===== config.mk =====
export PLATFORM = sky130hd
export DESIGN_NAME = con_writer
export DESIGN_NICKNAME = d
export VERILOG_FILES = /design/src/rtl/con_pkg.sv /design/src/rtl/con_pos_step.sv /design/src/rtl/con_cell_idx.sv /design/src/rtl/con_writer.sv
export SDC_FILE = /design/constraint.sdc
export NUM_CORES = 1
export LEC_CHECK = 0
export BUFFER_PORTS_ARGS = -buffer_cell sky130_fd_sc_hd__buf_4
export CORE_AREA = 2 2 97 99
export CTS_CLUSTER_SIZE = 10
export DETAILED_ROUTE_END_ITERATION = 6
export DIE_AREA = 0 0 99 101
export HOLD_SLACK_MARGIN = 0.05
export PLACE_DENSITY = 0.79
export SLEW_MARGIN = 25
export SYNTH_ARGS = -nofsm -noshare
export SYNTH_HDL_FRONTEND = slang
export SYNTH_SLANG_ARGS = --single-unit

===== constraint.sdc =====
create_clock -name clk_i -period 3.2 [get_ports clk_i]
set_input_delay 0.32 -clock clk_i [delete_from_list [all_inputs] [get_ports clk_i]]
set_output_delay 0.32 -clock clk_i [all_outputs]
set_load 0.02 [all_outputs]

===== src/rtl/con_pkg.sv =====
package con_pkg;
  typedef enum logic [2:0] {
    ST_IDLE, ST_PUT, ST_SC_RD, ST_SC_WR, ST_FILL, ST_CUR_HI, ST_CUR_LO
  } con_state_e;

  localparam logic [7:0] CH_BEL   = 8'h07;
  localparam logic [7:0] CH_BS    = 8'h08;
  localparam logic [7:0] CH_TAB   = 8'h09;
  localparam logic [7:0] CH_LF    = 8'h0A;
  localparam logic [7:0] CH_CR    = 8'h0D;
  localparam logic [7:0] CH_SPACE = 8'h20;

  localparam logic [7:0] CURS_IDX_HI = 8'd14;
  localparam logic [7:0] CURS_IDX_LO = 8'd15;
  localparam logic [7:0] ATTR_RST    = 8'h07;
endpackage


===== src/rtl/con_pos_step.sv =====
// Next cursor position for one character; row clamps at the last line and flags overflow.
module con_pos_step
  import con_pkg::*;
#(
  parameter int COLS = 80,
  parameter int ROWS = 25,
  parameter int TAB  = 8,
  parameter int RW   = 5,
  parameter int CW   = 7
) (
  input  logic [RW-1:0] row_i,
  input  logic [CW-1:0] col_i,
  input  logic [7:0]    ch_i,
  output logic [RW-1:0] row_o,
  output logic [CW-1:0] col_o,
  output logic          print_o,
  output logic          skip_o,
  output logic          ovf_o
);
  logic [RW-1:0] r;
  logic [CW-1:0] c;
  logic [CW-1:0] tab_c;

  assign tab_c = col_i + CW'(TAB) - (col_i % CW'(TAB));

  always_comb begin
    r       = row_i;
    c       = col_i;
    print_o = 1'b0;
    skip_o  = 1'b0;
    unique case (ch_i)
      CH_LF: begin
        c = '0;
        r = row_i + RW'(1);
      end
      CH_CR:  c = '0;
      CH_BEL: ;
      CH_TAB: begin
        if (tab_c >= CW'(COLS)) begin
          c = '0;
          r = row_i + RW'(1);
        end else begin
          c = tab_c;
        end
      end
      CH_BS: begin
        if (col_i != '0) c = col_i - CW'(1);
        else skip_o = 1'b1;
      end
      default: begin
        print_o = 1'b1;
        if (col_i + CW'(1) >= CW'(COLS)) begin
          c = '0;
          r = row_i + RW'(1);
        end else begin
          c = col_i + CW'(1);
        end
      end
    endcase
    ovf_o = (r >= RW'(ROWS));
    row_o = ovf_o ? RW'(ROWS - 1) : r;
    col_o = c;
  end
endmodule


===== src/rtl/con_cell_idx.sv =====
module con_cell_idx #(
  parameter int COLS = 80,
  parameter int RW   = 5,
  parameter int CW   = 7,
  parameter int AW   = 11
) (
  input  logic [RW-1:0] row_i,
  input  logic [CW-1:0] col_i,
  output logic [AW-1:0] idx_o
);
  assign idx_o = AW'(row_i) * AW'(COLS) + AW'(col_i);
endmodule


===== src/rtl/con_writer.sv =====
module con_writer
  import con_pkg::*;
#(
  parameter int COLS = 80,
  parameter int ROWS = 25,
  parameter int TAB  = 8,
  localparam int AW  = $clog2(COLS * ROWS)
) (
  input  logic          clk_i,
  input  logic          rst_ni,
  input  logic          chr_valid_i,
  input  logic [7:0]    chr_i,
  output logic          chr_ready_o,
  input  logic          clr_i,
  input  logic          attr_we_i,
  input  logic [7:0]    attr_i,
  output logic          mem_we_o,
  output logic          mem_re_o,
  output logic [AW-1:0] mem_addr_o,
  output logic [15:0]   mem_wdata_o,
  input  logic [15:0]   mem_rdata_i,
  output logic          curs_we_o,
  output logic [7:0]    curs_idx_o,
  output logic [7:0]    curs_data_o
);
  localparam int CELLS = COLS * ROWS;
  localparam int RW    = $clog2(ROWS + 1);
  localparam int CW    = $clog2(COLS + TAB + 1);
  localparam logic [AW-1:0] LAST_CELL = AW'(CELLS - 1);
  localparam logic [AW-1:0] LAST_ROW0 = AW'(CELLS - COLS);

  con_state_e    state_q;
  logic [RW-1:0] row_q, nx_row;
  logic [CW-1:0] col_q, nx_col;
  logic [7:0]    attr_q, lat_attr_q, lat_ch_q;
  logic [AW-1:0] cell_q, ptr_q, cur_idx;
  logic          scroll_q;
  logic          nx_print, nx_skip, nx_ovf;
  logic          accept;
  logic [15:0]   off16;

  con_pos_step #(
    .COLS(COLS), .ROWS(ROWS), .TAB(TAB), .RW(RW), .CW(CW)
  ) i_step (
    .row_i  (row_q),
    .col_i  (col_q),
    .ch_i   (chr_i),
    .row_o  (nx_row),
    .col_o  (nx_col),
    .print_o(nx_print),
    .skip_o (nx_skip),
    .ovf_o  (nx_ovf)
  );

  con_cell_idx #(
    .COLS(COLS), .RW(RW), .CW(CW), .AW(AW)
  ) i_idx (
    .row_i(row_q),
    .col_i(col_q),
    .idx_o(cur_idx)
  );

  // clear wins over a character offered in the same cycle
  assign chr_ready_o = (state_q == ST_IDLE) && !clr_i;
  assign accept      = chr_valid_i && chr_ready_o;
  assign off16       = 16'(cur_idx);

  always_ff @(posedge clk_i or negedge rst_ni) begin
    if (!rst_ni) attr_q <= ATTR_RST;
    else if (attr_we_i) attr_q <= attr_i;
  end

  always_ff @(posedge clk_i or negedge rst_ni) begin
    if (!rst_ni) begin
      state_q    <= ST_IDLE;
      row_q      <= '0;
      col_q      <= '0;
      lat_attr_q <= ATTR_RST;
      lat_ch_q   <= '0;
      cell_q     <= '0;
      ptr_q      <= '0;
      scroll_q   <= 1'b0;
    end else begin
      unique case (state_q)
        ST_IDLE: begin
          if (clr_i) begin
            lat_attr_q <= attr_q;
            row_q      <= '0;
            col_q      <= '0;
            ptr_q      <= '0;
            state_q    <= ST_FILL;
          end else if (accept) begin
            lat_attr_q <= attr_q;
            lat_ch_q   <= chr_i;
            cell_q     <= cur_idx;
            row_q      <= nx_row;
            col_q      <= nx_col;
            scroll_q   <= nx_ovf;
            ptr_q      <= AW'(COLS);
            if (nx_print)    state_q <= ST_PUT;
            else if (nx_skip) state_q <= ST_IDLE;
            else if (nx_ovf)  state_q <= ST_SC_RD;
            else              state_q <= ST_CUR_HI;
          end
        end
        ST_PUT:   state_q <= scroll_q ? ST_SC_RD : ST_CUR_HI;
        ST_SC_RD: state_q <= ST_SC_WR;
        ST_SC_WR: begin
          if (ptr_q == LAST_CELL) begin
            ptr_q   <= LAST_ROW0;
            state_q <= ST_FILL;
          end else begin
            ptr_q   <= ptr_q + AW'(1);
            state_q <= ST_SC_RD;
          end
        end
        ST_FILL: begin
          if (ptr_q == LAST_CELL) state_q <= ST_CUR_HI;
          else ptr_q <= ptr_q + AW'(1);
        end
        ST_CUR_HI: state_q <= ST_CUR_LO;
        ST_CUR_LO: state_q <= ST_IDLE;
        default:   state_q <= ST_IDLE;
      endcase
    end
  end

  always_comb begin
    mem_we_o    = 1'b0;
    mem_re_o    = 1'b0;
    mem_addr_o  = ptr_q;
    mem_wdata_o = {lat_attr_q, CH_SPACE};
    curs_we_o   = 1'b0;
    curs_idx_o  = CURS_IDX_HI;
    curs_data_o = off16[15:8];
    unique case (state_q)
      ST_PUT: begin
        mem_we_o    = 1'b1;
        mem_addr_o  = cell_q;
        mem_wdata_o = {lat_attr_q, lat_ch_q};
      end
      ST_SC_RD: mem_re_o = 1'b1;
      ST_SC_WR: begin
        mem_we_o    = 1'b1;
        mem_addr_o  = ptr_q - AW'(COLS);
        mem_wdata_o = mem_rdata_i;
      end
      ST_FILL:   mem_we_o = 1'b1;
      ST_CUR_HI: curs_we_o = 1'b1;
      ST_CUR_LO: begin
        curs_we_o   = 1'b1;
        curs_idx_o  = CURS_IDX_LO;
        curs_data_o = off16[7:0];
      end
      default: ;
    endcase
  end
endmodule


# [After elaboration in Yosys (flattened, before gate mapping)]
# Index checks and enable logic that the tools add are counted.
[totals] output_inout_bits=47 regBits=62 wordCells=93 input_bits=37
[classes] add_sub_neg=8 mux=37 reduce_logical=17 order_cmp=3 eq_ne=17 mul=1 bitwise_logic=1
[op_table] op="11-bit 2-to-1 mux" count=4
[op_table] op="7-bit 2-to-1 mux" count=5
[op_table] op="11-bit one-hot mux with 3 select lines" count=1
[op_table] op="8-bit by 4-bit == test with 1-bit output (second input constant)" count=4
[op_table] op="16-bit one-hot mux with 2 select lines" count=1
[op_table] op="7-bit one-hot mux with 4 select lines" count=1
[op_table] op="5-bit 2-to-1 mux" count=5
[op_table] op="3-bit 2-to-1 mux" count=8
[op_table] op="8-bit 2-to-1 mux" count=3
[op_table] op="11-bit one-hot mux with 2 select lines" count=1
[op_table] op="3-bit one-hot mux with 6 select lines" count=1
[op_table] op="5-bit one-hot mux with 3 select lines" count=1
[op_table] op="7-bit >= comparator (second input constant)" count=2
[op_table] op="11-bit by 1-bit adder with 11-bit output (second input constant)" count=1
[op_table] op="11-bit by 7-bit adder with 11-bit output" count=1
[op_table] op="11-bit == test (second input constant)" count=1
[op_table] op="11-bit by 7-bit subtractor with 11-bit output (second input constant)" count=1
[op_table] op="3-bit == test (second input constant)" count=3
[op_table] op="8-bit by 3-bit == test with 1-bit output (second input constant)" count=1
[op_table] op="7-bit by 1-bit adder with 7-bit output (second input constant)" count=1
[op_table] op="7-bit by 4-bit adder with 7-bit output (second input constant)" count=1
[op_table] op="5-bit by 3-bit multiplier with 7-bit output (second input constant)" count=1
[op_table] op="7-bit nonzero test" count=1
[op_table] op="7-bit by 1-bit subtractor with 7-bit output (second input constant)" count=1
[op_table] op="21 further kinds" count=34

# [Depth between registers and ports, before layout]
# Gate-level depths: netlist (run 1).
[depth] depth_word=12 mapped_depth=11 ltp_nobuf=10

# [Cells and area by module]
# A second synthesis (run 1) with hierarchy kept.
[unflattened] cells_unflattened=560 hier_area_um2=4684.5
[by_module_without_submodules] module="con_writer" cells_each=396 area_per_inst_um2=3520.9 seq_area_each_um2=1559.0 instances=1
[by_module_without_submodules] module="con_pos_step" cells_each=133 area_per_inst_um2=869.6 seq_area_each_um2=0.0 instances=1
[by_module_without_submodules] module="con_cell_idx" cells_each=31 area_per_inst_um2=294.0 seq_area_each_um2=0.0 instances=1

# [Least setup slack after synthesis (run 1)]
# OpenSTA, ideal clock, no wires.
[synth_timing] kind="reg2out" from="register row_q[3]" to="output port curs_data_o[2]" stages_incl_launch_ff=10 path_slack_ns=0.551 t_arrival_ns=2.329 required_ns=2.880 path_buffers=0 cell_sequence="dfrtp_1 ha_1 ha_1 inv_1 fa_1 nor3_1 xor2_1 xnor2_1 nor2_1 nor2_1"
[synth_via] elab_chain_cells=3
[synth_rtl] item="start: declaration" line="con_writer.sv:33" source="logic [RW-1:0] row_q, nx_row;"
[synth_rtl] item="start signal: assignment" line="con_writer.sv:96" source="row_q <= nx_row;"
[synth_rtl] item="5-bit by 3-bit multiplier with 7-bit output" line="con_cell_idx.sv:11" source="assign idx_o = AW'(row_i) * AW'(COLS) + AW'(col_i);"
[synth_rtl] item="11-bit by 7-bit adder with 11-bit output" line="con_cell_idx.sv:11"
[synth_rtl] item="8-bit 2-to-1 mux" line="con_writer.sv:136" source="unique case (state_q)"
[synth_rtl] item="end: declaration" line="con_writer.sv:24" source="output logic [7:0] curs_data_o"
# No other way between the ends.

# [Worst setup path in the final report (run 1)]
# Ends and elaborated chain as after synthesis.

==> results.sh, run 1 <==
export IMPL_worst_r2r_startpoint="col_q[5]"
export IMPL_worst_r2r_endpoint="row_q[1]"
export IMPL_ys_ff_latch=62
export IMPL_n_antenna_cell=0
export IMPL_ys_dominant_reg_cell="sky130_fd_sc_hd__dfrtp_1"
export IMPL_floorplan_die_height_um=101
export IMPL_final_setup_skew_ns=0.00763
export IMPL_antenna_found_initial=0
export IMPL_worst_endpoint_arrival_ns=2.79
export IMPL_ctsRootBufferMaster="sky130_fd_sc_hd__clkbuf_8"
export IMPL_worst_slew_margin_rel_pct=46.2
export IMPL_cp_data_required_time_ns=2.88
export IMPL_placed_cells_incl_taps=689
export IMPL_most_area_hungry_cell_type_in_the_yosys_netlist="sky130_fd_sc_hd__dfrtp_1"
export IMPL_worst_path_largest_cell_delay_ns=0.52
export IMPL_met2_length_mm=5.72
export IMPL_grt_setup_unrepaired="yes"
export IMPL_ys_top_cells_by_area="sky130_fd_sc_hd__dfrtp_1 (32%), sky130_fd_sc_hd__nand2_1 (9.5%), sky130_fd_sc_hd__ha_1 (6.3%)"
export IMPL_fill_cells=794
export IMPL_cts_htree_levels=3
export IMPL_finalCriticalPeriod_ns=3.11
export IMPL_setup_viol_count_final=0
export IMPL_postSynthAreaPerCell_sq_um=8.30
export IMPL_netlist_cell_type_count=67
export IMPL_wl_met1_mm=4.82
export IMPL_critical_path_slowest_cell="sky130_fd_sc_hd__fa_2"
export IMPL_synth_enable_flop_cells=0
export IMPL_gr_usage_all_layers_pct=23.4
export IMPL_final_min_period_over_clock_period_pct=97.2
export IMPL_placement_io_buffers=76
export IMPL_coreArea_sq_mm=0.00898
export IMPL_routed_wl_mm=11.3
export IMPL_cts_root_to_sink_buffers=2
export IMPL_via_count=4048
export IMPL_internal_power_w=0.00191
export IMPL_comb_power_share_pct=35.6
export IMPL_initial_utilization_pct=48.6
export IMPL_synth_yosys_seq_area_share_pct=35.8
export IMPL_die_area_sq_mm=0.0100
export IMPL_ys_top_cells_by_count="sky130_fd_sc_hd__nand2_1 (110), sky130_fd_sc_hd__dfrtp_1 (56), sky130_fd_sc_hd__nor2_1 (41)"
export IMPL_fp_dieW_um=99
export IMPL_clock_slew_seen_by_the_registers_of_the_worst_setup_and_hold_paths_ns=0.07
export IMPL_top_level_ports=84
export IMPL_insertion_delay_ns=0.36
export IMPL_cell_area_after_placement_sq_mm=0.00498
export IMPL_irDropWorstVdd_mv=0.235
export IMPL_detailedRoute_firstIterationViolations=261
export IMPL_instances_no_fill=710
export IMPL_gpl_final_weighted_congestion=0.913
export IMPL_power_density_mw_per_mm2=579
export IMPL_fmax_ghz=0.321
export IMPL_met3_wirelength_um=502
export IMPL_cp_end_kind="primary output"
export IMPL_topRoutingLayerUsed="met4"
export IMPL_areaGrowthSynthToFinish_pct=20.7
export IMPL_seq_power_share_pct=40.2
export IMPL_critPathLaunchType="flip-flop"
export IMPL_power_net_switching_w=0.00114
export IMPL_layout_cell_area_non_filler_sq_mm=0.00526
export IMPL_detail_route_antenna_nets=0
export IMPL_hold_path_class="in -> async"
export IMPL_swShare_pct=37.4
export IMPL_final_net_count=655
export IMPL_finalHoldViolations=0
export IMPL_global_route_overflow_total=0
export IMPL_number_of_warnings_printed_during_yosys_synthesis=0
export IMPL_clkPwrFrac_pct=24.1
export IMPL_vias_in_the_first_global_route=3875
export IMPL_fin_tns_setup_ns=0
export IMPL_wl_per_cell_um=16.0
export IMPL_crit_path_cell_trace="ha_1 -> ha_2 -> inv_2 -> fa_2 -> nor3_4 -> xor2_1 -> xnor2_1 -> nor2_1 -> nor2_1 -> buf_4"
export IMPL_post_drt_via_cell_ratio=5.70
export IMPL_detail_route_first_pass_iterations=5
export IMPL_pre_cts_slack_ns=0.267
export IMPL_status="finished, final reports clean"
export IMPL_critical_path_top_cell_by_count="sky130_fd_sc_hd__nor2_1"
export IMPL_worst_setup_path_type="reg -> out"
export IMPL_grt_max_degree=63
export IMPL_timing_reg2reg_worst_path_depth=11
export IMPL_regToRegSetupSlack_ns=0.22
export IMPL_synthesis_instances=525
export IMPL_async_flop_share_pct=100
export IMPL_synthMostInstantiatedCell="sky130_fd_sc_hd__nand2_1"
export IMPL_yosysTopAreaCellShare_pct=32.1
export IMPL_report_final_slew_viol_count=0
export IMPL_first_pass_grt_wire_length_mm=18.6
export IMPL_mappedNetlistArea_sq_mm=0.00436
export IMPL_fin_ws_ns=0.0885
export IMPL_cts_sinks=62
export IMPL_cts_buffers_inserted=9
export IMPL_drv_max_cap_violation_count=0
export IMPL_placement_rows=35
export IMPL_drc_errors=0
export IMPL_post_cts_hold_buffer_count=0
export IMPL_detailedPlacementHpwl_mm=8.40
export IMPL_worst_pin_slew_ns=0.808
export IMPL_crit_fanout=3
export IMPL_post_route_cells_drive_above_1_share_pct=25.9
export IMPL_tritoncts_clock_tree="built"
export IMPL_cellLeakagePower_nw=2.46
[worst max-delay path by stage]
stage | from | to | cells after the start
after global routing | row_q[3] | curs_data_o[2] | 10
final | row_q[3] | curs_data_o[2] | 10
after detailed placement | col_q[4] | state_q[2] | 11
after CTS | row_q[3] | curs_data_o[2] | 11
after global placement | col_q[4] | row_q[1] | 11
after floorplan | row_q[3] | curs_data_o[2] | 9
[placed cells by master, fill, tap and decap left out, types with 10 or more instances in the layout]
cell type / n
sky130_fd_sc_hd__nand2_1: 110
sky130_fd_sc_hd__o21ai_0: 32
sky130_fd_sc_hd__ha_1: 21
sky130_fd_sc_hd__clkbuf_8: 10
sky130_fd_sc_hd__xnor2_1: 10
sky130_fd_sc_hd__nor2_1: 41
sky130_fd_sc_hd__mux2i_1: 12
sky130_fd_sc_hd__mux2_2: 21
sky130_fd_sc_hd__buf_4: 88
sky130_fd_sc_hd__inv_1: 18
sky130_fd_sc_hd__nand3_1: 13
sky130_fd_sc_hd__a21oi_1: 30
sky130_fd_sc_hd__dfrtp_1: 51
[power by group through the flow]
stage               combinational, W  clock, W  sequential [W]
finish                       0.00108  0.000735         0.00123
global route                 0.00121  0.000783         0.00126
CTS                          0.00108  0.000747         0.00122
detailed placement           0.00107         0         0.00124
global placement             0.00103         0         0.00124
floorplan                   0.000756         0         0.00116
[per-layer routing]
metal / track usage, % / vias up
met5: 0 / -
met4: 11.5 / 0
met3: 3.19 / 27
met2: 38.7 / 125
met1: 30.4 / 1944
li1: - / 1952
[through the flow]
stage / hold WS (ns) / util (%) / total power [W]
final: 0.0473 / 58.6 / 0.00305
after global routing: 0.107 / 58.6 / 0.00325
after CTS: 0.0851 / 58.0 / 0.00305
after detailed placement: 0.446 / 55.4 / 0.00231
after global placement: 0.442 / 55.4 / 0.00227
after floorplan: 0.0244 / - / 0.00191
[critical path, delay by kind of cell (launching register included)]
kind | cells | cell delay (ns)
XOR/XNOR | 2 | 0.39
adder cells (fa/ha/maj) | 3 | 1.02
flip-flops | 1 | 0.42
buffers and inverters | 2 | 0.21
AND/OR/NAND/NOR | 3 | 0.41
[logic make-up after synthesis]
kind of cell,after synthesis,synth area share [%]
other,2,0.172
flip-flops,62,35.8
AND/OR/NAND/NOR,216,22.5
multiplexers,33,8.18
XOR/XNOR,19,3.82
buffers and inverters,55,5.63
AO/OA/AOI/OAI,114,16.7
adder cells (fa/ha/maj),24,7.23
[what timing repair did]
item                       in CTS  in global routing
hold endpoints to repair        0                  0
setup endpoints to repair       1                  4
pin swaps                       3                  4
gates resized for setup         4                 10
setup buffers                   2                  3
[sequential cells by signal, summed over array words and instances, names as in the netlist]
name,cells
attr_q,8
lat_attr_q,8
lat_ch_q,8
row_q,5
ptr_q,11
state_q,3
col_q,7
scroll_q,1
cell_q,11
[final cells by class]
class / instances / area [sq um] / area share [%]
Clock inverter: 5 / 65.1 / 1.24
Sequential cell: 62 / 1570 / 29.7
Clock buffer: 11 / 141 / 2.69
Timing Repair Buffer: 88 / 661 / 12.6
Tap cell: 111 / 139 / 2.64
Multi-Input combinational cell: 413 / 2620 / 49.7
Inverter: 20 / 75.1 / 1.43
Power figures use the tool's default switching activity.
==> run 2: changes to the inputs <==
--- a/config.mk
+++ b/config.mk
@@ -6,10 +6,10 @@
 export NUM_CORES = 1
 export LEC_CHECK = 0
 export BUFFER_PORTS_ARGS = -buffer_cell sky130_fd_sc_hd__buf_4
-export CORE_AREA = 2 2 97 99
+export CORE_AREA = 8 8 103 105
 export CTS_CLUSTER_SIZE = 10
 export DETAILED_ROUTE_END_ITERATION = 6
-export DIE_AREA = 0 0 99 101
+export DIE_AREA = 0 0 111 113
 export HOLD_SLACK_MARGIN = 0.05
 export PLACE_DENSITY = 0.79
 export SLEW_MARGIN = 25
==> run 2 against run 1 <==
Non-clock buffer count increased by 1. Critical path depth increased by 1. First-iteration DRC count increased by 26%. Sequential share of layout area about the same. Die area increased by 25%. Critical endpoint unchanged.
==> results.sh, run 2 (synthesized netlist as in run 1, its figures left out) <==
export IMPL_status="finished, final reports clean"
export IMPL_gpl_final_weighted_congestion=0.960
export IMPL_insertion_delay_ns=0.35
export IMPL_cts_root_to_sink_buffers=2
export IMPL_seq_power_share_pct=41.1
export IMPL_power_density_mw_per_mm2=569
export IMPL_placement_io_buffers=76
export IMPL_tritoncts_clock_tree="built"
export IMPL_initial_utilization_pct=48.6
export IMPL_fmax_ghz=0.316
export IMPL_worst_endpoint_arrival_ns=2.84
export IMPL_cp_end_kind="primary output"
export IMPL_fin_total_pwr_w=0.00299
export IMPL_crit_fanout=6
export IMPL_n_antenna_cell=0
export IMPL_placement_rows=35
export IMPL_cellLeakagePower_nw=2.43
export IMPL_die_area_sq_mm=0.0125
export IMPL_cp_num_cells=11
export IMPL_post_drt_via_cell_ratio=5.74
export IMPL_cp_data_required_time_ns=2.88
export IMPL_clock_slew_seen_by_the_registers_of_the_worst_setup_and_hold_paths_ns=0.08
export IMPL_report_final_slew_viol_count=0
export IMPL_fp_dieW_um=111
export IMPL_detailedPlacementHpwl_mm=8.92
export IMPL_cts_buffers_inserted=9
export IMPL_final_net_count=656
export IMPL_finalCriticalPeriod_ns=3.16
export IMPL_post_route_cells_drive_above_1_share_pct=26.2
export IMPL_crit_path_cell_trace="ha_4 -> ha_4 -> inv_2 -> fa_2 -> xor2_4 -> nor3_2 -> xor2_1 -> xnor2_1 -> nor2_1 -> nor2_1 -> buf_4"
export IMPL_worst_r2r_startpoint="col_q[5]"
export IMPL_vias_in_the_first_global_route=4073
export IMPL_final_setup_skew_ns=0.0140
export IMPL_worst_slew_margin_rel_pct=45.7
export IMPL_fin_ws_ns=0.0403
export IMPL_internal_power_w=0.00184
export IMPL_worst_setup_path_type="reg -> out"
export IMPL_top_regs="cell_q (11), ptr_q (11)"
export IMPL_critPathBufInv=2
export IMPL_layout_commonest_cell="sky130_fd_sc_hd__nand2_1"
export IMPL_via_count=4081
export IMPL_cp_top_family="adder cells"
export IMPL_cts_htree_levels=3
export IMPL_gr_usage_all_layers_pct=19.0
export IMPL_final_cell_mix="sky130_fd_sc_hd__nand2_1 (110), sky130_fd_sc_hd__buf_4 (89), sky130_fd_sc_hd__dfrtp_1 (50)"
export IMPL_ctsRootBufferMaster="sky130_fd_sc_hd__clkbuf_8"
export IMPL_global_route_overflow_total=0
export IMPL_grt_setup_unrepaired="yes"
export IMPL_setup_viol_count_final=0
export IMPL_swShare_pct=38.6
export IMPL_first_pass_grt_wire_length_mm=20.0
export IMPL_detail_route_antenna_nets=0
export IMPL_floorplan_die_height_um=113
export IMPL_clkPwrFrac_pct=21.8
export IMPL_grt_max_degree=63
export IMPL_hold_path_class="in -> async"
export IMPL_areaGrowthSynthToFinish_pct=20.7
export IMPL_layout_cell_area_non_filler_sq_mm=0.00526
export IMPL_drc_errors=0
export IMPL_finalHoldViolations=0
export IMPL_irDropWorstVdd_mv=0.237
export IMPL_top_level_ports=84
export IMPL_drv_max_cap_violation_count=0
export IMPL_pre_cts_slack_ns=0.306
export IMPL_antenna_found_initial=0
export IMPL_worst_path_largest_cell_delay_ns=0.48
export IMPL_detail_route_first_pass_iterations=7
export IMPL_critical_path_slowest_cell="sky130_fd_sc_hd__dfrtp_2"
export IMPL_routed_wl_mm=12.4
export IMPL_cp_startpoint="row_q[1]"
export IMPL_cell_area_after_placement_sq_mm=0.00497
export IMPL_critPathLaunchType="flip-flop"
export IMPL_final_min_period_over_clock_period_pct=98.7
export IMPL_final_hold_worst_slack_ns=0.0506
export IMPL_comb_power_share_pct=37.1
export IMPL_cts_sinks=62
export IMPL_detailedRoute_firstIterationViolations=329
export IMPL_coreArea_sq_mm=0.00898
export IMPL_timing_reg2reg_worst_path_depth=11
export IMPL_power_net_switching_w=0.00116
export IMPL_worst_pin_slew_ns=0.814
export IMPL_fill_cells=770
export IMPL_wl_per_cell_um=17.4
run 2: cell count changes in the layout (fill, tap and decap cells not counted), sizes merged:
cell,delta
buf,+1
bufinv,-1
clkinv,+3
inv,-1
clkbuf,-1
run 2: metrics by stage:
step	TNS [ns]	util (%)	std cells
6_report	0	58.6	711
3_5_place_dp	0	55.3	688
2_1_floorplan	0	-	530
3_3_place_gp	0	55.3	688
5_1_grt	-0.138	58.6	711
4_1_cts	0	57.4	704
run 2: cell type report:
class | count | area (sq um) | share of cell area (%)
multi-input cells | 413 | 2630 | 50.0
flip-flops and latches | 62 | 1570 | 29.8
repair buffers | 89 | 668 | 12.7
well taps | 111 | 139 | 2.64
clock buffers | 10 | 138 | 2.62
inverters | 20 | 75.1 | 1.43
clock inverters | 6 | 45.0 | 0.856
run 2: what timing repair did:
| item | in CTS | in global routing |
|---|---|---|
| setup endpoints to repair | 1 | 4 |
| resized for setup | 1 | 14 |
| buffers inserted | 0 | 7 |
| hold buffers | 0 | 0 |
| gates cloned | 0 | 0 |
| pin swaps | 0 | 8 |
run 2: power groups by stage:
stage               clock, W  sequential (W)  combinational, W
floorplan                  0         0.00116          0.000756
global placement           0         0.00124           0.00104
detailed placement         0         0.00124           0.00107
CTS                 0.000660         0.00123           0.00108
global route        0.000698         0.00126           0.00123
finish              0.000652         0.00123           0.00111
run 2: metal layers:
layer	GRT usage, %	vias up	share of wire (%)
met5	0	-	0
li1	-	1948	-
met4	6.67	0	1.7
met3	2.86	17	5.6
met2	33.1	140	52
met1	23.3	1976	41
run 2: final timing paths:
check	slack [ns]	to
hold / removal	0.05	col_q[6]
max in group asynchronous	2.56	row_q[4]
hold reg to reg	0.46	lat_attr_q[0]
setup / recovery	0.04	curs_data_o[2]
min in group clk_i	0.18	lat_ch_q[4]
setup reg to reg	0.26	row_q[1]
==> run 3: changes to the inputs <==
--- a/config.mk
+++ b/config.mk
@@ -5,13 +5,14 @@
 export SDC_FILE = /design/constraint.sdc
 export NUM_CORES = 1
 export LEC_CHECK = 0
+export ABC_AREA = 1
 export BUFFER_PORTS_ARGS = -buffer_cell sky130_fd_sc_hd__buf_4
-export CORE_AREA = 8 8 103 105
+export CORE_AREA = 8 8 105 107
 export CTS_CLUSTER_SIZE = 10
 export DETAILED_ROUTE_END_ITERATION = 6
-export DIE_AREA = 0 0 111 113
+export DIE_AREA = 0 0 113 115
 export HOLD_SLACK_MARGIN = 0.05
-export PLACE_DENSITY = 0.79
+export PLACE_DENSITY = 0.78
 export SLEW_MARGIN = 25
 export SYNTH_ARGS = -nofsm -noshare
 export SYNTH_HDL_FRONTEND = slang
==> run 3 against run 2 <==
Non-clock buffer count decreased by 10. Largest power group unchanged. Largest cell class unchanged. Sequential cell count is the same. Routed wire length up 1.1%.
==> results.sh, run 3 <==
export IMPL_status="finished, final reports clean"
export IMPL_ys_top_cells_by_area="sky130_fd_sc_hd__dfrtp_1 (31%), sky130_fd_sc_hd__nand2_1 (15%), sky130_fd_sc_hd__o21ai_0 (7.2%)"
export IMPL_ctsResizeCount=0
export IMPL_crit_path_cell_trace="ha_1 -> ha_1 -> inv_1 -> fa_1 -> inv_1 -> nand2_1 -> nor2_1 -> xnor2_1 -> nand2_1 -> o21ai_0 -> buf_4"
export IMPL_cellLeakagePower_nw=2.77
export IMPL_cell_area_after_placement_sq_mm=0.00518
export IMPL_drv_max_cap_violation_count=0
export IMPL_synthesis_instances=644
export IMPL_via_count=4465
export IMPL_async_flop_share_pct=100
export IMPL_clock_slew_seen_by_the_registers_of_the_worst_setup_and_hold_paths_ns=0.07
export IMPL_global_route_overflow_total=0
export IMPL_synthMostInstantiatedCell="sky130_fd_sc_hd__nand2_1"
export IMPL_detailedPlacementHpwl_mm=9.76
export IMPL_fill_cells=900
export IMPL_wl_per_cell_um=15.0
export IMPL_gr_usage_all_layers_pct=19.7
export IMPL_tritoncts_clock_tree="built"
export IMPL_critPathLaunchType="flip-flop"
export IMPL_fp_dieW_um=113
export IMPL_fmax_ghz=0.333
export IMPL_cp_top_family="adder cells"
export IMPL_critPathBufInv=3
export IMPL_cts_htree_levels=3
export IMPL_cp_data_required_time_ns=2.88
export IMPL_final_setup_skew_ns=0.00811
export IMPL_number_of_warnings_printed_during_yosys_synthesis=0
export IMPL_crit_fanout=7
export IMPL_hold_path_class="in -> async"
export IMPL_netlist_cell_type_count=47
export IMPL_ys_ff_latch=62
export IMPL_post_drt_via_cell_ratio=5.34
export IMPL_vias_in_the_first_global_route=4411
export IMPL_comb_power_share_pct=16.7
export IMPL_top_regs="cell_q (11), ptr_q (11)"
export IMPL_areaGrowthSynthToFinish_pct=18.7
export IMPL_detailedRoute_firstIterationViolations=409
export IMPL_first_pass_grt_wire_length_mm=20.8
export IMPL_fin_total_pwr_w=0.00194
export IMPL_final_min_period_over_clock_period_pct=93.9
export IMPL_cts_sinks=62
export IMPL_most_area_hungry_cell_type_in_the_yosys_netlist="sky130_fd_sc_hd__dfrtp_1"
export IMPL_ys_dominant_reg_cell="sky130_fd_sc_hd__dfrtp_1"
export IMPL_postSynthAreaPerCell_sq_um=7.05
export IMPL_ys_top_cells_by_count="sky130_fd_sc_hd__nand2_1 (185), sky130_fd_sc_hd__inv_1 (82), sky130_fd_sc_hd__o21ai_0 (65)"
export IMPL_cp_end_kind="primary output"
export IMPL_detail_route_antenna_nets=0
export IMPL_synth_enable_flop_cells=0
export IMPL_final_cell_mix="sky130_fd_sc_hd__nand2_1 (185), sky130_fd_sc_hd__inv_1 (82), sky130_fd_sc_hd__buf_4 (79)"
export IMPL_n_antenna_cell=0
export IMPL_mappedNetlistArea_sq_mm=0.00454
export IMPL_multi_input_comb_area_sq_mm=0.00254
export IMPL_post_cts_hold_buffer_count=0
export IMPL_finalHoldViolations=0
export IMPL_seq_power_share_pct=43.9
export IMPL_gpl_final_weighted_congestion=0.925
export IMPL_internal_power_w=0.00138
export IMPL_fin_tns_setup_ns=0
export IMPL_worst_path_largest_cell_delay_ns=0.46
export IMPL_worst_pin_slew_ns=0.812
export IMPL_placement_io_buffers=76
export IMPL_insertion_delay_ns=0.34
export IMPL_cts_root_to_sink_buffers=2
export IMPL_worst_slew_margin_rel_pct=45.9
export IMPL_pre_cts_slack_ns=0.589
export IMPL_layout_commonest_cell="sky130_fd_sc_hd__nand2_1"
export IMPL_layout_cell_area_non_filler_sq_mm=0.00539
export IMPL_irDropWorstVdd_mv=0.160
export IMPL_placement_rows=36
export IMPL_worst_setup_path_type="reg -> out"
export IMPL_coreArea_sq_mm=0.00946
export IMPL_post_route_cells_drive_above_1_share_pct=19.8
export IMPL_cts_buffers_inserted=9
export IMPL_yosysTopAreaCellShare_pct=30.8
export IMPL_finalCriticalPeriod_ns=3.00
export IMPL_regArea_sq_mm=0.00156
export IMPL_antenna_found_initial=0
export IMPL_clkPwrFrac_pct=39.4
export IMPL_top_level_ports=84
export IMPL_power_net_switching_w=0.000560
export IMPL_swShare_pct=28.8
export IMPL_setup_viol_count_final=0
export IMPL_detail_route_first_pass_iterations=5
export IMPL_floorplan_die_height_um=115
export IMPL_power_density_mw_per_mm2=360
export IMPL_synth_yosys_seq_area_share_pct=34.3
export IMPL_drc_errors=0
export IMPL_report_final_slew_viol_count=0
export IMPL_post_cts_setup_buffer_count=0
export IMPL_grt_max_degree=63
export IMPL_grt_setup_unrepaired="no"
export IMPL_worst_endpoint_arrival_ns=2.68
export IMPL_critical_path_slowest_cell="sky130_fd_sc_hd__dfrtp_1"
export IMPL_final_net_count=778
export IMPL_initial_utilization_pct=48.0
export IMPL_die_area_sq_mm=0.0130
export IMPL_ctsRootBufferMaster="sky130_fd_sc_hd__clkbuf_8"
export IMPL_routed_wl_mm=12.5
export IMPL_fin_ws_ns=0.195
-- run 3: final timing paths --
check                          start             end  slack (ns)  depth (start not counted)
max in group asynchronous     rst_ni        row_q[2]        2.60                          1
min                           rst_ni     lat_ch_q[6]        0.06                          1
max                         row_q[1]  curs_data_o[2]        0.20                         11
min in group clk_i         attr_i[6]       attr_q[6]        0.18                          3
min reg2reg                attr_q[2]       attr_q[2]        0.49                          2
max reg2reg                 col_q[5]      state_q[2]        0.70                         19
-- run 3: final cells by class --
type | instances | area share, %
Multi-Input combinational cell | 474 | 47.0
Sequential cell | 62 | 28.9
Timing Repair Buffer | 79 | 11.0
Inverter | 91 | 6.47
Tap cell | 114 | 2.64
Clock buffer | 10 | 2.37
Clock inverter | 6 | 1.60
-- run 3: stage by stage --
stage               util (%)  hold WS, ns  std cells
global placement        54.8        0.457        820
finish                  57.0       0.0646        836
detailed placement      54.8        0.469        820
CTS                     57.0       0.0844        836
floorplan                  -       0.0244        649
global route            57.0        0.113        836
-- run 3: power groups by stage --
stage | Sequential [W] | Combinational, W | Clock [W]
2_1_floorplan | 0.000857 | 0.000213 | 0
3_5_place_dp | 0.000868 | 0.000321 | 0
5_1_grt | 0.000859 | 0.000363 | 0.000807
3_3_place_gp | 0.000866 | 0.000310 | 0
4_1_cts | 0.000853 | 0.000324 | 0.000776
6_report | 0.000853 | 0.000324 | 0.000765
-- run 3: kinds of logic after synthesis --
logic type / Yosys count / synth area share [%]
AND/OR/NAND/NOR: 310 / 30.2
AO/OA/AOI/OAI: 117 / 14.6
buffers and inverters: 113 / 10.3
flip-flops: 62 / 34.3
adder cells (fa/ha/maj): 24 / 6.94
XOR/XNOR: 16 / 3.50
other: 2 / 0.165
-- run 3: metal layers --
| metal | share of wire, % | wire length (um) | track usage, % | vias up |
|---|---|---|---|---|
| met1 | 42 | 5230 | 23.5 | 2090 |
| met2 | 51 | 6340 | 34.2 | 147 |
| met4 | 2.1 | 258 | 7.99 | 0 |
| met3 | 5.4 | 677 | 3.78 | 25 |
| met5 | 0 | 0 | 0 | - |
| li1 | - | - | - | 2203 |
